[src/rtl/sburst_pkg.sv]
package sburst_pkg;

   // Kind of work decided for one clock edge.
   typedef enum logic [1:0] {
      EV_IDLE  = 2'd0,   // nothing happens (deselected or asleep)
      EV_LOAD  = 2'd1,   // strobe with device selected: new address
      EV_DROP  = 2'd2,   // strobe with device not selected: deselect
      EV_STEP  = 2'd3    // active burst continues (hold or advance)
   } edge_ev_t;

endpackage

[src/rtl/sburst_seq.sv]
module sburst_seq
   import sburst_pkg::*;
#(
   parameter int ADDR_W = 6,
   parameter int CNT_W  = 2
) (
   input  logic              clk,
   input  logic              rst_n,
   input  logic              sleep,
   input  logic [ADDR_W-1:0] addr,
   input  logic              ce1_n,
   input  logic              ce2,
   input  logic              ce3_n,
   input  logic              adsp_n,
   input  logic              adsc_n,
   input  logic              adv_n,
   input  logic              ilv,
   output logic              wr_ok,
   output logic [ADDR_W-1:0] wr_addr,
   output logic [ADDR_W-1:0] rd_addr,
   output logic              act,
   output logic              wake
);

   localparam int HI_W = ADDR_W - CNT_W;

   logic              p_go;
   logic              c_go;
   logic              sel_ok;
   edge_ev_t          ev;
   logic [HI_W-1:0]   base_q;
   logic [CNT_W-1:0]  start_q;
   logic [CNT_W-1:0]  step_q;
   logic [CNT_W-1:0]  step_d;
   logic [CNT_W-1:0]  lo_d;
   logic              act_q;
   logic              wake_q;
   logic [ADDR_W-1:0] cur_q;
   logic [ADDR_W-1:0] eff;

   // Strobe arbitration: the processor strobe needs ce1_n low and wins a tie.
   assign p_go   = ~adsp_n & ~ce1_n;
   assign c_go   = ~adsc_n & ~p_go;
   assign sel_ok = ~ce1_n & ce2 & ~ce3_n;

   always_comb begin
      if (sleep)
         ev = EV_IDLE;
      else if (p_go | c_go)
         ev = sel_ok ? EV_LOAD : EV_DROP;
      else if (act_q)
         ev = EV_STEP;
      else
         ev = EV_IDLE;
   end

   // Burst position: step count combined with the loaded low bits.
   assign step_d = adv_n ? step_q : step_q + CNT_W'(1);

   generate
      if (CNT_W == 1) begin : g_order_1
         assign lo_d = start_q ^ step_d;
      end else begin : g_order_n
         assign lo_d = ilv ? (start_q ^ step_d) : CNT_W'(start_q + step_d);
      end
   endgenerate

   always_comb begin
      case (ev)
         EV_LOAD: eff = addr;
         default: eff = {base_q, lo_d};
      endcase
   end

   // A processor-strobe start is always a read.
   assign wr_ok   = ((ev == EV_LOAD) & c_go) | (ev == EV_STEP);
   assign wr_addr = eff;

   always_ff @(posedge clk) begin
      if (!rst_n) begin
         act_q   <= 1'b0;
         wake_q  <= 1'b0;
         base_q  <= '0;
         start_q <= '0;
         step_q  <= '0;
         cur_q   <= '0;
      end else begin
         case (ev)
            EV_LOAD: begin
               act_q   <= 1'b1;
               wake_q  <= ~act_q;
               base_q  <= addr[ADDR_W-1:CNT_W];
               start_q <= addr[CNT_W-1:0];
               step_q  <= '0;
               cur_q   <= addr;
            end
            EV_DROP: begin
               act_q  <= 1'b0;
               wake_q <= 1'b0;
            end
            EV_STEP: begin
               step_q <= step_d;
               cur_q  <= eff;
               wake_q <= 1'b0;
            end
            default: begin
               if (!sleep) wake_q <= 1'b0;
            end
         endcase
      end
   end

   assign rd_addr = cur_q;
   assign act     = act_q;
   assign wake    = wake_q;

endmodule

[src/rtl/sburst_wmask.sv]
module sburst_wmask #(
   parameter int LANES = 4
) (
   input  logic             wr_ok,
   input  logic             gw_n,
   input  logic             bwe_n,
   input  logic [LANES-1:0] bw_n,
   output logic [LANES-1:0] lane_we
);

   generate
      for (genvar i = 0; i < LANES; i++) begin : g_lane
         assign lane_we[i] = wr_ok & (~gw_n | (~bwe_n & ~bw_n[i]));
      end
   endgenerate

endmodule

[src/rtl/sburst_array.sv]
module sburst_array #(
   parameter int ADDR_W    = 6,
   parameter int LANES     = 4,
   parameter int LANE_BITS = 9
) (
   input  logic                       clk,
   input  logic [LANES-1:0]           lane_we,
   input  logic [ADDR_W-1:0]          wa,
   input  logic [LANES*LANE_BITS-1:0] wdata,
   input  logic [ADDR_W-1:0]          ra,
   output logic [LANES*LANE_BITS-1:0] rdata
);

   localparam int DEPTH = 1 << ADDR_W;

   generate
      for (genvar i = 0; i < LANES; i++) begin : g_bank
         logic [LANE_BITS-1:0] bank [DEPTH];

         always_ff @(posedge clk) begin
            if (lane_we[i]) bank[wa] <= wdata[i*LANE_BITS +: LANE_BITS];
         end

         assign rdata[i*LANE_BITS +: LANE_BITS] = bank[ra];
      end
   endgenerate

endmodule

[src/rtl/sburst_sram.sv]
module sburst_sram #(
   parameter int ADDR_W    = 6,
   parameter int LANES     = 4,
   parameter int LANE_BITS = 9,
   parameter int CNT_W     = 2
) (
   input  logic                       clk,
   input  logic                       rst_n,
   input  logic [ADDR_W-1:0]          addr,
   input  logic                       ce1_n,
   input  logic                       ce2,
   input  logic                       ce3_n,
   input  logic                       adsp_n,
   input  logic                       adsc_n,
   input  logic                       adv_n,
   input  logic                       gw_n,
   input  logic                       bwe_n,
   input  logic [LANES-1:0]           bw_n,
   input  logic                       oe_n,
   input  logic                       sleep,
   input  logic                       mode_ilv,
   input  logic [LANES*LANE_BITS-1:0] din,
   output logic [LANES*LANE_BITS-1:0] dout,
   output logic                       dout_en
);

   localparam int WORD_W = LANES * LANE_BITS;

   generate
      if (CNT_W < 1 || ADDR_W <= CNT_W) begin : g_bad_addr
         $error("sburst_sram: ADDR_W must exceed CNT_W and CNT_W must be at least 1");
      end
      if (LANES < 1 || LANE_BITS < 1) begin : g_bad_lane
         $error("sburst_sram: LANES and LANE_BITS must be positive");
      end
   endgenerate

   logic              wr_ok;
   logic [ADDR_W-1:0] wr_addr;
   logic [ADDR_W-1:0] rd_addr;
   logic              act;
   logic              wake;
   logic [LANES-1:0]  lane_we;
   logic [WORD_W-1:0] rdata;
   logic              wr_prev_q;

   sburst_seq #(.ADDR_W(ADDR_W), .CNT_W(CNT_W)) u_seq (
      .clk     (clk),
      .rst_n   (rst_n),
      .sleep   (sleep),
      .addr    (addr),
      .ce1_n   (ce1_n),
      .ce2     (ce2),
      .ce3_n   (ce3_n),
      .adsp_n  (adsp_n),
      .adsc_n  (adsc_n),
      .adv_n   (adv_n),
      .ilv     (mode_ilv),
      .wr_ok   (wr_ok),
      .wr_addr (wr_addr),
      .rd_addr (rd_addr),
      .act     (act),
      .wake    (wake)
   );

   sburst_wmask #(.LANES(LANES)) u_wmask (
      .wr_ok   (wr_ok),
      .gw_n    (gw_n),
      .bwe_n   (bwe_n),
      .bw_n    (bw_n),
      .lane_we (lane_we)
   );

   sburst_array #(.ADDR_W(ADDR_W), .LANES(LANES), .LANE_BITS(LANE_BITS)) u_array (
      .clk     (clk),
      .lane_we (lane_we),
      .wa      (wr_addr),
      .wdata   (din),
      .ra      (rd_addr),
      .rdata   (rdata)
   );

   // Remember whether the last awake edge wrote; sleep holds it.
   always_ff @(posedge clk) begin
      if (!rst_n)      wr_prev_q <= 1'b0;
      else if (!sleep) wr_prev_q <= |lane_we;
   end

   assign dout    = rdata;
   assign dout_en = ~oe_n & act & ~wake & ~wr_prev_q & ~sleep;

endmodule

[config.mk]
export PLATFORM = sky130hd
export DESIGN_NAME = sburst_sram
export DESIGN_NICKNAME = d
export VERILOG_FILES = /design/src/rtl/sburst_pkg.sv /design/src/rtl/sburst_seq.sv /design/src/rtl/sburst_wmask.sv /design/src/rtl/sburst_array.sv /design/src/rtl/sburst_sram.sv
export SDC_FILE = /design/constraint.sdc
export NUM_CORES = 2
export LEC_CHECK = 0
export BUFFER_PORTS_ARGS = -buffer_cell sky130_fd_sc_hd__buf_2
export CAP_MARGIN = 20
export CORE_MARGIN = 5
export CORE_UTILIZATION = 60
export DETAILED_ROUTE_END_ITERATION = 8
export GPL_TIMING_DRIVEN = 0
export PLACE_DENSITY_LB_ADDON = 0.2
export SLEW_MARGIN = 5
export SYNTH_ARGS = -nofsm -noshare
export SYNTH_HDL_FRONTEND = slang
export SYNTH_SLANG_ARGS = --single-unit
[constraint.sdc]
create_clock -name clk -period 6.5 [get_ports clk]
set_clock_uncertainty 0.15 [all_clocks]
set_input_delay 0.65 -clock clk [delete_from_list [all_inputs] [get_ports clk]]
set_output_delay 0.65 -clock clk [all_outputs]
set_load 0.01 [all_outputs]
After elaboration in Yosys (flattened, before gate mapping)
Memory sizes are Yosys's and may differ from the RTL's. A register that Yosys moved wholly into a read port is not among the register bits.
Index checks and enable logic that the tools add are counted.
{ "op_classes": {"n_eq_ne": 4, "n_div": 0, "reduce_logical": 4, "n_mul": 0, "add_sub_neg": 2, "order_cmp": 0, "mux": 28, "shift": 0, "bitwise": 40} }
{ "op_table": {"columns": ["op", "n"], "rows": [
  ["6-bit 2-to-1 mux", 9],
  ["1-bit bitwise AND", 17],
  ["1-bit NOT", 16],
  ["2-bit 2-to-1 mux", 6],
  ["6-bit one-hot mux with 2 select lines", 1],
  ["1-bit 2-to-1 mux", 9],
  ["1-bit bitwise OR", 6],
  ["2-bit equality test (second input constant)", 2],
  ["1-bit one-hot mux with 2 select lines", 2],
  ["2-bit one-hot mux with 2 select lines", 1],
  ["2-bit nonzero test", 2],
  ["4-bit OR reduction", 1],
  ["3-bit by 2-bit != test with 1-bit output (second input constant)", 1],
  ["2-bit by 1-bit adder with 2-bit output (second input constant)", 1],
  ["2-bit adder", 1],
  ["2-bit by 1-bit equality test with 1-bit output (second input constant)", 1],
  ["2-bit OR reduction", 1],
  ["2-bit bitwise XOR", 1]
]} }
{ "totals": {"output_inout_bits": 37, "latchBits": 0, "ff_bits": 17, "mem_bits_ro": 0, "mem_count": 4, "wordCells": 89, "ramBits": 2304, "input_bits": 59} }
{ "mem_list": {"columns": ["memory", "depth", "width", "rd", "rd_ports_with_merged_regs", "write_ports", "line_no", "source"], "rows": [
  ["u_array.g_bank[0].bank", 64, 9, 1, 1, 1, "sburst_array.sv:18", "logic [LANE_BITS-1:0] bank [DEPTH];"],
  ["u_array.g_bank[1].bank", 64, 9, 1, 1, 1, "sburst_array.sv:18", null],
  ["u_array.g_bank[2].bank", 64, 9, 1, 1, 1, "sburst_array.sv:18", null],
  ["u_array.g_bank[3].bank", 64, 9, 1, 1, 1, "sburst_array.sv:18", null]
]} }

Longest topological paths before layout
{ "depth": {"ltp_word": 13, "ltp_mapped": 13, "mapped_depth_nobuf": 10} }

Cells and area by module
Synthesis repeated with hierarchy kept, for this count alone.
{ "hier_totals": {"hier_cells": 4146, "area_unflattened_um2": 90307.9} }
{ "by_module_without_submodules": {"columns": ["mod", "instances", "seq_area_each_um2", "area_per_inst_um2", "cells_each"], "rows": [
  ["sburst_array", 1, 69186.4, 89213.1, 4027],
  ["sburst_seq", 1, 320.3, 994.7, 105],
  ["sburst_sram", 1, 20.0, 55.1, 6],
  ["sburst_wmask", 1, 0.0, 45.0, 8]
]} }

Worst setup path after synthesis
Ideal clock, no wire load.
{ "synth_timing": {"path_type": "input to register", "from": "in ce1_n", "to": "mem u_array.g_bank[2].bank[17][0] (enable)", "arrival_ns": 3.510, "path_slack_ns": 2.466, "setup_time_ns": 0.374, "path_stages": 12, "path_buffers": 4, "cell_sequence": "o21ai_0 nand3_1 a21o_1 inv_1 clkbuf_1 ha_1 clkbuf_1 clkbuf_1 mux2i_1 nand2_1 clkbuf_1 nor2_1"} }
{ "synth_between": {"elab_chain_len": 13, "elab_cells_between_ends": 18, "classes_between": "eq/ne (2); mux (6); bitwise (10)"} }
{ "synth_rtl": {"columns": ["element", "line_no", "source"], "rows": [
  ["start, declared", "sburst_sram.sv:10", "input logic ce1_n,"],
  ["1-bit NOT *", "sburst_seq.sv:42, sburst_seq.sv:44", null],
  ["1-bit bitwise AND", "sburst_seq.sv:42", "assign p_go = ~adsp_n & ~ce1_n;"],
  ["1-bit NOT", "sburst_seq.sv:43", "assign c_go = ~adsc_n & ~p_go;"],
  ["1-bit bitwise AND", "sburst_seq.sv:43", null],
  ["1-bit bitwise OR", "sburst_seq.sv:49", "else if (p_go | c_go)"],
  ["2-bit 2-to-1 mux", "sburst_seq.sv:49", null],
  ["2-bit 2-to-1 mux", "sburst_seq.sv:47", "if (sleep)"],
  ["2-bit by 1-bit equality test with 1-bit output", "sburst_seq.sv:69, sburst_seq.sv:76", null],
  ["1-bit bitwise AND", "sburst_seq.sv:76", "assign wr_ok = ((ev == EV_LOAD) & c_go) | (ev == EV_STEP);"],
  ["1-bit bitwise OR", "sburst_seq.sv:76", null],
  ["1-bit bitwise AND", "sburst_wmask.sv:13", "assign lane_we[i] = wr_ok & (~gw_n | (~bwe_n & ~bw_n[i]));"],
  ["1-bit 2-to-1 mux", "sburst_array.sv:21", "if (lane_we[i]) bank[wa] <= wdata[i*LANE_BITS +: LANE_BITS];"],
  ["1-bit 2-to-1 mux (not written as such)", "sburst_array.sv:21", null],
  ["end, declared", "sburst_array.sv:18", null]
]} }
Mark *: on every way between the ends. The rest lies on a longest branch, timed or not.

Worst setup path in the final report
{ "layout_timing": {"from": "reg u_seq.act_q (netlist: u_seq.act)", "to": "mem u_array.g_bank[3].bank[5][4] (enable)"} }
{ "layout_between": {"elab_chain_len": 9, "elab_cells_between_ends": 11, "classes_between": "eq/ne (2); mux (6); bitwise (3)"} }
{ "layout_rtl": {"columns": ["element", "line_no", "source"], "rows": [
  ["start, declared", "sburst_seq.sv:36", "logic act_q;"],
  ["start signal, assigned", "sburst_seq.sv:81", "act_q <= 1'b0;"],
  ["start signal, assigned", "sburst_seq.sv:90", "act_q <= 1'b1;"],
  ["start signal, assigned", "sburst_seq.sv:98", "act_q <= 1'b0;"],
  ["2-bit 2-to-1 mux *", "sburst_seq.sv:51", "else if (act_q)"],
  ["2-bit 2-to-1 mux *", "sburst_seq.sv:49", null],
  ["2-bit 2-to-1 mux *", "sburst_seq.sv:47", null],
  ["2-bit by 1-bit equality test with 1-bit output", "sburst_seq.sv:69, sburst_seq.sv:76", null],
  ["1-bit bitwise AND", "sburst_seq.sv:76", null],
  ["1-bit bitwise OR", "sburst_seq.sv:76", null],
  ["1-bit bitwise AND", "sburst_wmask.sv:13", null],
  ["1-bit 2-to-1 mux", "sburst_array.sv:21", null],
  ["1-bit 2-to-1 mux (not written as such)", "sburst_array.sv:21", null],
  ["end, declared", "sburst_array.sv:18", null]
]} }
Marks and branches as above.

==> flow_summary.ini <==
[worst_setup_path]
ff2ff_setup_slack_ns = 0.44
worstReg2RegEnd = u_array.g_bank[3].bank[5][4]
critPathBufInv = 3
worstSetupPathDepth = 11
path_class = reg2reg
timing.reg2reg.worst_path_depth = 11
worstSetupStartpointType = flop
crit_path_max_incr_delay_ns = 1.09
end_kind = flop
critical_path.top_delay_family = simple AND/OR/NAND/NOR gates
critPathArrivalTime_ns = 6.38
worst_ep_required_time_ns = 6.82
crit_slowest_cell = sky130_fd_sc_hd__nor2_1
crit_path_cell_trace = nand3_1 -> a21o_1 -> inv_1 -> clkbuf_1 -> ha_1 -> clkbuf_1 -> mux2i_1 -> nand2_1 -> nor2_1 -> nand2_1 -> nor2_1
worstReg2RegStart = u_seq.act
critical_path.max_fanout = 12

[yosys]
synth_warnings = 0
synthesis.instances = 4069
synth_nets = 4133
synth_seq_area_share_pct = 77.5
ys.flop_type = sky130_fd_sc_hd__edfxtp_1
async_flop_share_pct = 0
synth-edff-count = 2304
post_synth_num_cell_types = 49
netlist_area_mm2 = 0.0898
synth-seq-cells = 2327
avgSynthCellArea_um2 = 22.1

[placement]
hpwlAfterDp_um = 184000
placed_cell_area_mm2 = 0.0935
routabilityCongestion = 0.959
place.port_buffers = 95
placedCellCount = 6171
dp_worst_setup_slack_ns = 0.175

[clock_tree]
clock_latency_ns = 0.85
clock_tree.root_cell = sky130_fd_sc_hd__clkbuf_16
cts_num_sinks = 2327
clock_tree.htree_level_count = 4
clk_pin_slew_ns = 0.06
cts-buffers-inserted = 221
tritoncts = yes
cts-root-to-sink-buffers = 3

[worst_hold_path]
worst_hold_startpoint = din[4]
timing.hold.worst.class = in2reg
hold-path-endpoint = u_array.g_bank[0].bank[16][4]
timing.hold.worst_path_depth = 1

[sta]
max-slew-margin-rel_pct = 6.34
setup_ws_ns = 0.439
worst_hold_slack_ns = 0.0282
transition_time_at_the_pin_with_the_least_slew_margin_ns = 1.40
final_max_slew_viol_count = 0
min_period_ns = 6.06
final-setup-viol-count = 0
timing.setup.tns_ns = 0
grt_setup_unrepaired = no
finalHoldViolations = 0
max_freq_ghz = 0.165
fin_crit_sh_pct = 93.3

[floorplan]
die_width_um = 397
floorplan.core_area_mm2 = 0.149
die_height_um = 397
floorplan.io_pins = 96
number_of_cell_rows = 142
area_enclosed_by_the_die_boundary_mm2 = 0.158
initial_cell_density_of_the_core_pct = 60.2

[final_layout]
post_layout_nonfiller_instances = 6663
final_nets = 4592
fillCellCount = 9277
areaGrowthSynthToFinish_pct = 13.0
drive_above_1_share_pct = 26.9
postLayoutCoreUtil_pct = 68.0
fin_area_mm2 = 0.102

[flow_run]
timing.max_cap.violations = 0

[run_status]
status = finished, final reports clean

[power_and_ir_drop]
power.density_mw_per_mm2 = 302
total_power_mw = 30.7
worst_ir_drop_vdd_mv = 0.285
static-leakage-power_nw = 31.2

[drt]
first_pass_iters = 8
post-route-drc-count = 0
routed_wire_length_um = 282000
route.vias.total = 48400
postRouteAntennaNets = 0
routed_wire_length_per_instance_um = 42.3
detail_route.vias_per_cell = 7.26
detail_route.iter0.violations = 9127

[grt]
grt_use_total_pct = 36.0
maximum_number_of_pins_on_one_net_before_global_route_repair = 65
grt_pass1_vias = 46200
grt_antenna_before_repair = 11
grt_first_pass_wirelength_um = 378000
globalRouteOverflowTotal = 0
[worst max-delay path by stage]
stage	to	slack (ns)	from
global placement	u_array.g_bank[1].bank[48][1]	-0.73	ce1_n
CTS	dout[13]	0.76	flop
floorplan	u_array.g_bank[2].bank[17][0]	2.47	ce1_n
detailed placement	u_array.g_bank[2].bank[49][4]	0.18	ce1_n
global route	u_array.g_bank[3].bank[5][7]	0.54	u_seq.act
finish	u_array.g_bank[3].bank[5][4]	0.44	u_seq.act
[final cells by class]
type                            count  area, um2  area share (%)
Multi-Input combinational cell   1507      19000            18.7
Antenna cell                       11       27.5          0.0271
Timing Repair Buffer              236       2300            2.27
Inverter                            6       22.5          0.0222
Buffer                            229       1190            1.17
Clock inverter                    124        987           0.973
Clock buffer                      279       5870            5.79
Tap cell                         1944       2430            2.40
Sequential cell                  2327      69600            68.6
[cells in the final DEF (no fill, tap or decap), drive strengths merged, types with 3 or more instances in the layout]
cell,Yosys,routed
nor2,298,298
buf,139,359
edfxtp,2304,2304
and2,4,4
inv,6,12
a22o,8,8
clkbuf,90,369
o221ai,4,4
a22oi,51,51
diode,0,11
dlygate4sd3,0,16
nand2b,6,6
nor2b,24,24
clkinvlp,0,6
clkinv,0,101
ha,5,5
a21boi,3,3
dfxtp,23,23
and3,6,6
o21a,4,4
bufinv,0,11
nand3,5,5
mux2i,166,166
nor3,3,3
o21ai,67,67
a32oi,20,20
a221oi,52,52
a32o,3,3
a21oi,7,7
nand2,127,127
o22a,23,23
mux4,594,594
a21o,3,3
[logic make-up (layout without fill, tap and decap cells)]
| family | after synthesis | in the layout | share of synthesized area [%] |
|---|---|---|---|
| DFF | 2327 | 2327 | 77.5 |
| muxes | 762 | 762 | 16.8 |
| and+or+nand+nor | 482 | 482 | 2.17 |
| AOI/OAI and AO/OA | 255 | 255 | 2.09 |
| buffers and inverters | 235 | 874 | 1.31 |
| adders and majority gates | 5 | 5 | 0.0697 |
| xor gates and xnor gates | 3 | 3 | 0.0446 |
| other | 0 | 11 | 0 |
[where the power goes]
| group | leakage (nW) | internal [mW] | switching, mW |
|---|---|---|---|
| Sequential | 20.9 | 16.5 | 0.00519 |
| Clock | 3.36 | 6.82 | 5.57 |
| Combinational | 6.99 | 0.561 | 1.22 |
| Total | 31.2 | 23.9 | 6.80 |
[repair_timing]
| action | in CTS | in global routing |
|---|---|---|
| setup buffers | 0 | 0 |
| hold endpoints to repair | 10 | 31 |
| gates resized for setup | 0 | 0 |
| hold buffers | 11 | 5 |
[flip-flops by register name, summed over array words and instances (netlist names), named ones only]
signal               cells
u_array.g_bank.bank   2304
u_seq.step_q             2
wr_prev_q                1
u_seq.base_q             4
u_seq.start_q            2
u_seq.act                1
u_seq.wake               1
u_seq.rd_addr            6
[per-layer routing]
metal / wire [um] / GRT usage, % / part of all wire [%] / up-vias
li1: - / - / - / 18000
met1: 93400 / 48.0 / 33 / 24900
met2: 125000 / 52.1 / 44 / 4556
met3: 44000 / 13.6 / 16 / 854
met4: 19100 / 19.6 / 6.8 / 10
met5: 468 / 1.32 / 0.17 / -
[synth_stat cells, types with 3 or more instances]
cell type | count | area [um2]
sky130_fd_sc_hd__ha_1 | 5 | 62.6
sky130_fd_sc_hd__nand3_1 | 5 | 25.0
sky130_fd_sc_hd__nand2b_1 | 6 | 37.5
sky130_fd_sc_hd__a22o_1 | 8 | 70.1
sky130_fd_sc_hd__a22oi_1 | 51 | 383
sky130_fd_sc_hd__o22a_1 | 23 | 201
sky130_fd_sc_hd__buf_2 | 60 | 300
sky130_fd_sc_hd__buf_6 | 12 | 135
sky130_fd_sc_hd__mux2i_1 | 166 | 1660
sky130_fd_sc_hd__nand2_1 | 127 | 477
sky130_fd_sc_hd__nor2_1 | 298 | 1120
sky130_fd_sc_hd__a21boi_0 | 3 | 22.5
sky130_fd_sc_hd__a21o_1 | 3 | 22.5
sky130_fd_sc_hd__and3_1 | 6 | 37.5
sky130_fd_sc_hd__mux4_2 | 594 | 13400
sky130_fd_sc_hd__inv_1 | 5 | 18.8
sky130_fd_sc_hd__a32o_1 | 3 | 30.0
sky130_fd_sc_hd__buf_4 | 35 | 263
sky130_fd_sc_hd__nor2b_1 | 24 | 150
sky130_fd_sc_hd__o21a_1 | 4 | 30.0
sky130_fd_sc_hd__o221ai_1 | 4 | 35.0
sky130_fd_sc_hd__dfxtp_1 | 23 | 460
sky130_fd_sc_hd__nor3_1 | 3 | 15.0
sky130_fd_sc_hd__and2_1 | 4 | 25.0
sky130_fd_sc_hd__buf_1 | 32 | 120
sky130_fd_sc_hd__edfxtp_1 | 2304 | 69200
sky130_fd_sc_hd__clkbuf_1 | 90 | 338
sky130_fd_sc_hd__a221oi_1 | 52 | 455
sky130_fd_sc_hd__a32oi_1 | 20 | 175
sky130_fd_sc_hd__a21oi_1 | 7 | 35.0
sky130_fd_sc_hd__o21ai_0 | 67 | 335
No activity file was read; power rests on OpenSTA's default activity.
